### src/rtl/dmc_pkg.sv
package dmc_pkg;
    localparam int SYM_W  = 4;
    localparam int ROWS   = 2;
    localparam int COLS   = 4;
    localparam int PAIRS  = COLS / 2;
    localparam int NSYM   = ROWS * COLS;
    localparam int DATA_W = NSYM * SYM_W;
    localparam int HSUM_W = SYM_W + 1;
    localparam int H_W    = ROWS * PAIRS * HSUM_W;
    localparam int V_W    = COLS * SYM_W;
    localparam int CHK_W  = H_W + V_W;

    typedef logic [DATA_W-1:0] word_t;

    typedef struct packed {
        logic [H_W-1:0] horiz;
        logic [V_W-1:0] vert;
    } chk_t;

    typedef struct packed {
        chk_t  chk;
        word_t data;
    } cell_t;

    function automatic logic [SYM_W-1:0] sym_at(input word_t w, input int r, input int c);
        return w[(r*COLS + c)*SYM_W +: SYM_W];
    endfunction

    function automatic chk_t calc_checks(input word_t w);
        chk_t res;
        res = '0;
        for (int r = 0; r < ROWS; r++) begin
            for (int k = 0; k < PAIRS; k++) begin
                res.horiz[(r*PAIRS + k)*HSUM_W +: HSUM_W] =
                    {1'b0, sym_at(w, r, k)} + {1'b0, sym_at(w, r, k + PAIRS)};
            end
        end
        for (int c = 0; c < COLS; c++) begin
            for (int r = 0; r < ROWS; r++) begin
                res.vert[c*SYM_W +: SYM_W] = res.vert[c*SYM_W +: SYM_W] ^ sym_at(w, r, c);
            end
        end
        return res;
    endfunction
endpackage

### src/rtl/dmc_encoder.sv
module dmc_encoder
    import dmc_pkg::*;
(
    input  word_t data_in,
    input  word_t flip_in,
    output cell_t cell_out
);
    always_comb begin
        cell_out.chk  = calc_checks(data_in);
        cell_out.data = data_in ^ flip_in;
    end
endmodule

### src/rtl/dmc_store.sv
module dmc_store
    import dmc_pkg::*;
#(
    parameter int DEPTH  = 16,
    parameter int ADDR_W = $clog2(DEPTH)
) (
    input  logic              clk,
    input  logic              rst,
    input  logic              we,
    input  logic [ADDR_W-1:0] waddr,
    input  cell_t             wcell,
    input  logic [ADDR_W-1:0] raddr,
    output cell_t             rcell
);
    cell_t mem [DEPTH];

    always_ff @(posedge clk) begin
        if (rst) begin
            for (int i = 0; i < DEPTH; i++) begin
                mem[i] <= '0;
            end
        end else if (we) begin
            mem[waddr] <= wcell;
        end
    end

    assign rcell = mem[raddr];
endmodule

### src/rtl/dmc_decoder.sv
module dmc_decoder
    import dmc_pkg::*;
(
    input  cell_t cell_in,
    output word_t data_out,
    output logic  err_out
);
    chk_t  recomp;
    chk_t  syn;
    word_t fix_mask;

    always_comb begin
        recomp = calc_checks(cell_in.data);
        syn.vert = recomp.vert ^ cell_in.chk.vert;
        for (int f = 0; f < ROWS*PAIRS; f++) begin
            syn.horiz[f*HSUM_W +: HSUM_W] =
                recomp.horiz[f*HSUM_W +: HSUM_W] - cell_in.chk.horiz[f*HSUM_W +: HSUM_W];
        end
    end

    for (genvar r = 0; r < ROWS; r++) begin : g_row
        for (genvar c = 0; c < COLS; c++) begin : g_col
            localparam int FIELD = r*PAIRS + (c % PAIRS);
            logic pair_hit;
            assign pair_hit = |syn.horiz[FIELD*HSUM_W +: HSUM_W];
            assign fix_mask[(r*COLS + c)*SYM_W +: SYM_W] =
                pair_hit ? syn.vert[c*SYM_W +: SYM_W] : '0;
        end
    end

    assign data_out = cell_in.data ^ fix_mask;
    assign err_out  = |syn;
endmodule

### src/rtl/dmc_protector.sv
module dmc_protector
    import dmc_pkg::*;
#(
    parameter int DEPTH  = 16,
    parameter int ADDR_W = $clog2(DEPTH)
) (
    input  logic              clk,
    input  logic              rst,
    input  logic              wr_en,
    input  logic [ADDR_W-1:0] wr_addr,
    input  logic [31:0]       wr_data,
    input  logic [31:0]       wr_flip,
    input  logic              rd_en,
    input  logic [ADDR_W-1:0] rd_addr,
    output logic [31:0]       rd_data,
    output logic              rd_err
);
    cell_t enc_cell;
    cell_t raw_cell;
    word_t dec_data;
    logic  dec_err;

    dmc_encoder u_enc (
        .data_in (wr_data),
        .flip_in (wr_flip),
        .cell_out(enc_cell)
    );

    dmc_store #(.DEPTH(DEPTH), .ADDR_W(ADDR_W)) u_store (
        .clk  (clk),
        .rst  (rst),
        .we   (wr_en),
        .waddr(wr_addr),
        .wcell(enc_cell),
        .raddr(rd_addr),
        .rcell(raw_cell)
    );

    dmc_decoder u_dec (
        .cell_in (raw_cell),
        .data_out(dec_data),
        .err_out (dec_err)
    );

    always_ff @(posedge clk) begin
        if (rst) begin
            rd_data <= '0;
            rd_err  <= 1'b0;
        end else if (rd_en) begin
            rd_data <= dec_data;
            rd_err  <= dec_err;
        end
    end
endmodule

### config.mk
export PLATFORM = sky130hd
export DESIGN_NAME = dmc_protector
export DESIGN_NICKNAME = d
export VERILOG_FILES = /design/src/rtl/dmc_pkg.sv /design/src/rtl/dmc_encoder.sv /design/src/rtl/dmc_store.sv /design/src/rtl/dmc_decoder.sv /design/src/rtl/dmc_protector.sv
export SDC_FILE = /design/constraint.sdc
export NUM_CORES = 2
export LEC_CHECK = 0
export ABC_AREA = 1
export CELL_PAD_IN_SITES_DETAIL_PLACEMENT = 0
export CELL_PAD_IN_SITES_GLOBAL_PLACEMENT = 1
export CORE_ASPECT_RATIO = 1.25
export CORE_UTILIZATION = 45
export CTS_CLUSTER_SIZE = 12
export DETAILED_ROUTE_END_ITERATION = 8
export PLACE_DENSITY_LB_ADDON = 0.1
export SYNTH_ARGS = -nofsm -noshare
export SYNTH_HDL_FRONTEND = slang
export SYNTH_HIERARCHICAL = 1
export SYNTH_SLANG_ARGS = --single-unit
### constraint.sdc
create_clock -name clk -period 5 [get_ports clk]
set_input_delay 1 -clock clk [delete_from_list [all_inputs] [get_ports clk]]
set_output_delay 1 -clock clk [all_outputs]
set_load 0.01 [all_outputs]
==> results by group <==
Final layout
  – Fin util: 51.5%
  – Synthesis-to-finish area growth: 13.5%
  – Final #Nets: ~6,600
  – Layout cells sized above 1: under 10%

Global routing
  – GRT Util Overall: approximately a third
  – Global-route wire length before repair: about 290 mm
  – Gr ovfl total: 0
  – Vias in the first global route: 41,200
  – Largest net degree at the start of global routing: 73
  – Initial antenna violation count: 1

Synth
  – Area contributors post-synth: edfxtp_1 58%, nand2_1 11%, nor2_1 7.8%
  – Synth Register Bits: 1,121
  – Syn Inst Count: approximately 6,500
  – Mapped cell area: 0.0560 sq mm
  – Ys Warns: 6
  – Syn avg cell area: 8.62 sq um
  – Post-synth top area share: 58.3%
  – Post-synth top area cell: edfxtp_1
  – Seq/Total Area, Yosys: 59.5%
  – Post-synth cell types: 33
  – Synth Net Count: 6,632

Clock tree
  – CTS tree: done
  – Root buf cell: clkbuf_16
  – Post CTS Setup Buffer Count: 0
  – Worst-path clk slew: 60 ps
  – Later-pin clock latency in the skew report: 760 ps
  – Clock tree buffer depth: 3
  – Number of clock sinks: 1,121
  – Cts hold-fix bufs: 0
  – CTS Buf Count: 120
  – CTS resizes: 0
  – H-tree Lvls: 3

Timing
  – Final Hold Viols: 0
  – Worst-margin pin slew: 1080 ps
  – Fin crit period: 4090 ps
  – Unrepaired setup endpoints after global routing: false
  – Max-slew violations: 0
  – Maximum clock frequency: 0.244 GHz
  – Setup TNS: 0 ps
  – Worst setup margin: between 900 and 1000 ps
  – Final worst-path cycle share: between 80 and 90%
  – Worst clock skew: 28.7 ps
  – Final setup fails: 0
  – Slew Limit Headroom: 28.2%

Die
  – DIE WIDTH: 318 um
  – Starting Density: 45.4%
  – Die Y: just under 400 um
  – Number of cell rows: 144
  – Core Box Area: 0.123 sq mm
  – Die footprint: 0.126 sq mm
  – Num ports: 109

Place
  – HPWL Detailed: 113 mm
  – Buffers added on ports: approximately 110
  – Post-Place Worst Slack: 162 ps
  – GP Congestion: 0.864

Worst setup path
  – Nature of the critical path startpoint: input pin
  – Critical path capture point type: flip-flop
  – CP peak stage delay: 600 ps
  – Crit path arrival time: 4780 ps
  – Crit-path cells: buf_8, inv_8, buf_12, buf_4, nand2_1, nand3_1, nand3_1, nand3_1, nand2_1, fa_1, ha_1, a21oi_1, nand2_1, xnor2_1, nand2_2, o21ai_1, inv_1, nand2_1, nand2_1, nor2_1
  – Most common cell type on the critical path: nand2_1
  – WP data required: 5680 ps
  – Max stage delay cell, worst path: fa_1
  – Worst Path Max Fanout: 40
  – Critical path type: input pin to flip-flop

Power
  – Power density cells: 365 mW/mm^2
  – Leakage power: 29.2 nW
  – Maximum vdd drop: around 0.00027 V

Detailed routing
  – Wire per inst: 24.5 um
  – Post-DRT Antenna Nets: 0
  – Total iterations of the first detailed-routing run: 6
  – DR DRC count: 0
  – Final wirelength: approximately 200 mm
  – Initial DRC count: 4,981
  – DR vias/cell: 5.38
  – Vias: about 44,000

Status
  – Outcome: complete, no violations

Run
  – Max Cap Viol: 0

Min path
  – HP Class: flip-flop to flip-flop
==> path summary, 6_finish.rpt <==
kind | depth (start not counted) | end | startpoint | slack [ps]
max | 20 | rd_data[30] | rd_addr[0] | 910
min | 2 | rd_data[11] | rd_data[11] | 480
max reg2reg | 20 | rd_err | u_store/mem[11][13] | 1460
min reg2reg | 2 | rd_data[11] | rd_data[11] | 480
==> logic make-up (layout without fill, tap and decap cells) <==
group                    Yosys count  count (layout)  synth area share, %
flip-flops                      1121            1121                 59.5
buffers and inverters           1462            1566                 10.1
XOR/XNOR                          67              67                 1.05
adder cells (fa/ha/maj)           56              56                 1.52
AO/OA/AOI/OAI                     34              34                0.409
AND/OR/NAND/NOR                 3760            3760                 27.4
other                              0               2                    0
==> routing by layer <==
layer	up-vias	global-route usage (%)	share of wire [%]
met4	2	11.2	3.2
li1	20300	-	-
met1	21600	43.5	42
met2	1940	51.9	47
met3	368	4.28	8.0
met5	-	0	0.0085
==> synth_stat cells, drive strengths merged <==
| cell | n |
|---|---|
| a21oi | 13 |
| buf | 164 |
| clkbuf | 256 |
| clkinv | 1 |
| dfxtp | 33 |
| edfxtp | 1088 |
| fa | 20 |
| ha | 36 |
| inv | 1041 |
| nand2 | 1707 |
| nand3 | 873 |
| nand3b | 2 |
| nand4 | 3 |
| nor2 | 1168 |
| nor3 | 6 |
| o21ai | 20 |
| o21bai | 1 |
| or2 | 1 |
| xnor2 | 13 |
| xor2 | 54 |
==> cell type report <==
cell class              count  area, sq um
diodes                      2         5.00
clock buffers             159         3210
clock inverters            69          512
fillers                 11500        59800
inverters                1042         3930
multi-input cells        3917        17200
flip-flops and latches   1121        33300
well taps                1606         2010
repair buffers            296         3320
==> stage by stage <==
step                      area (sq um)  hold WS (ps)  instances  power [W]
after floorplan                  56000           492       6500     0.0133
after global placement           59800           463       7982     0.0147
after global routing             63600           505       8210     0.0240
after detailed placement         59800           469       7982     0.0147
final                            63600           477       8212     0.0232
after CTS                        63600           477       8210     0.0233
==> where the power goes <==
part	switching (W)	internal [W]
clock	0.00383	0.00480
sequential	0.000174	0.0109
combinational	0.00252	0.00103
==> registers in the layout, indices dropped and copies added (netlist names) <==
signal,flops
u_store/mem,1088
rd_data,32
rd_err,1
==> placed cells by master (no fill, tap or decap), types with 2 or more instances in the layout <==
cell type           n
o21ai_2            10
o21ai_1             7
buf_12             66
dfxtp_1            33
o21ai_0             3
fa_1               20
clkinv_2           18
clkdlybuf4s50_1   103
nand3_2            12
nor3_2              4
inv_6               4
buf_8               2
a21oi_2             2
diode_2             2
inv_8               3
nand2_4            32
buf_4             124
inv_2               3
edfxtp_1         1088
bufinv_16           6
clkbuf_8            4
a21oi_1            10
nand3_1           860
nor2_1           1168
nor3_1              2
xor2_1             54
clkbuf_16         121
inv_1            1035
ha_1               36
clkinv_1           36
nand2_1          1670
clkbuf_1           34
nand4_1             3
clkinv_8            2
xnor2_1            13
nand2_2             5
==> critical path: cells and delay by family <==
kind                     cells  cell delay [ps]
AND/OR/NAND/NOR             10             1130
AO/OA/AOI/OAI                2              470
XOR/XNOR                     1              170
adder cells (fa/ha/maj)      2              980
buffers and inverters        5              970
No activity file was read; power rests on OpenSTA's default activity.
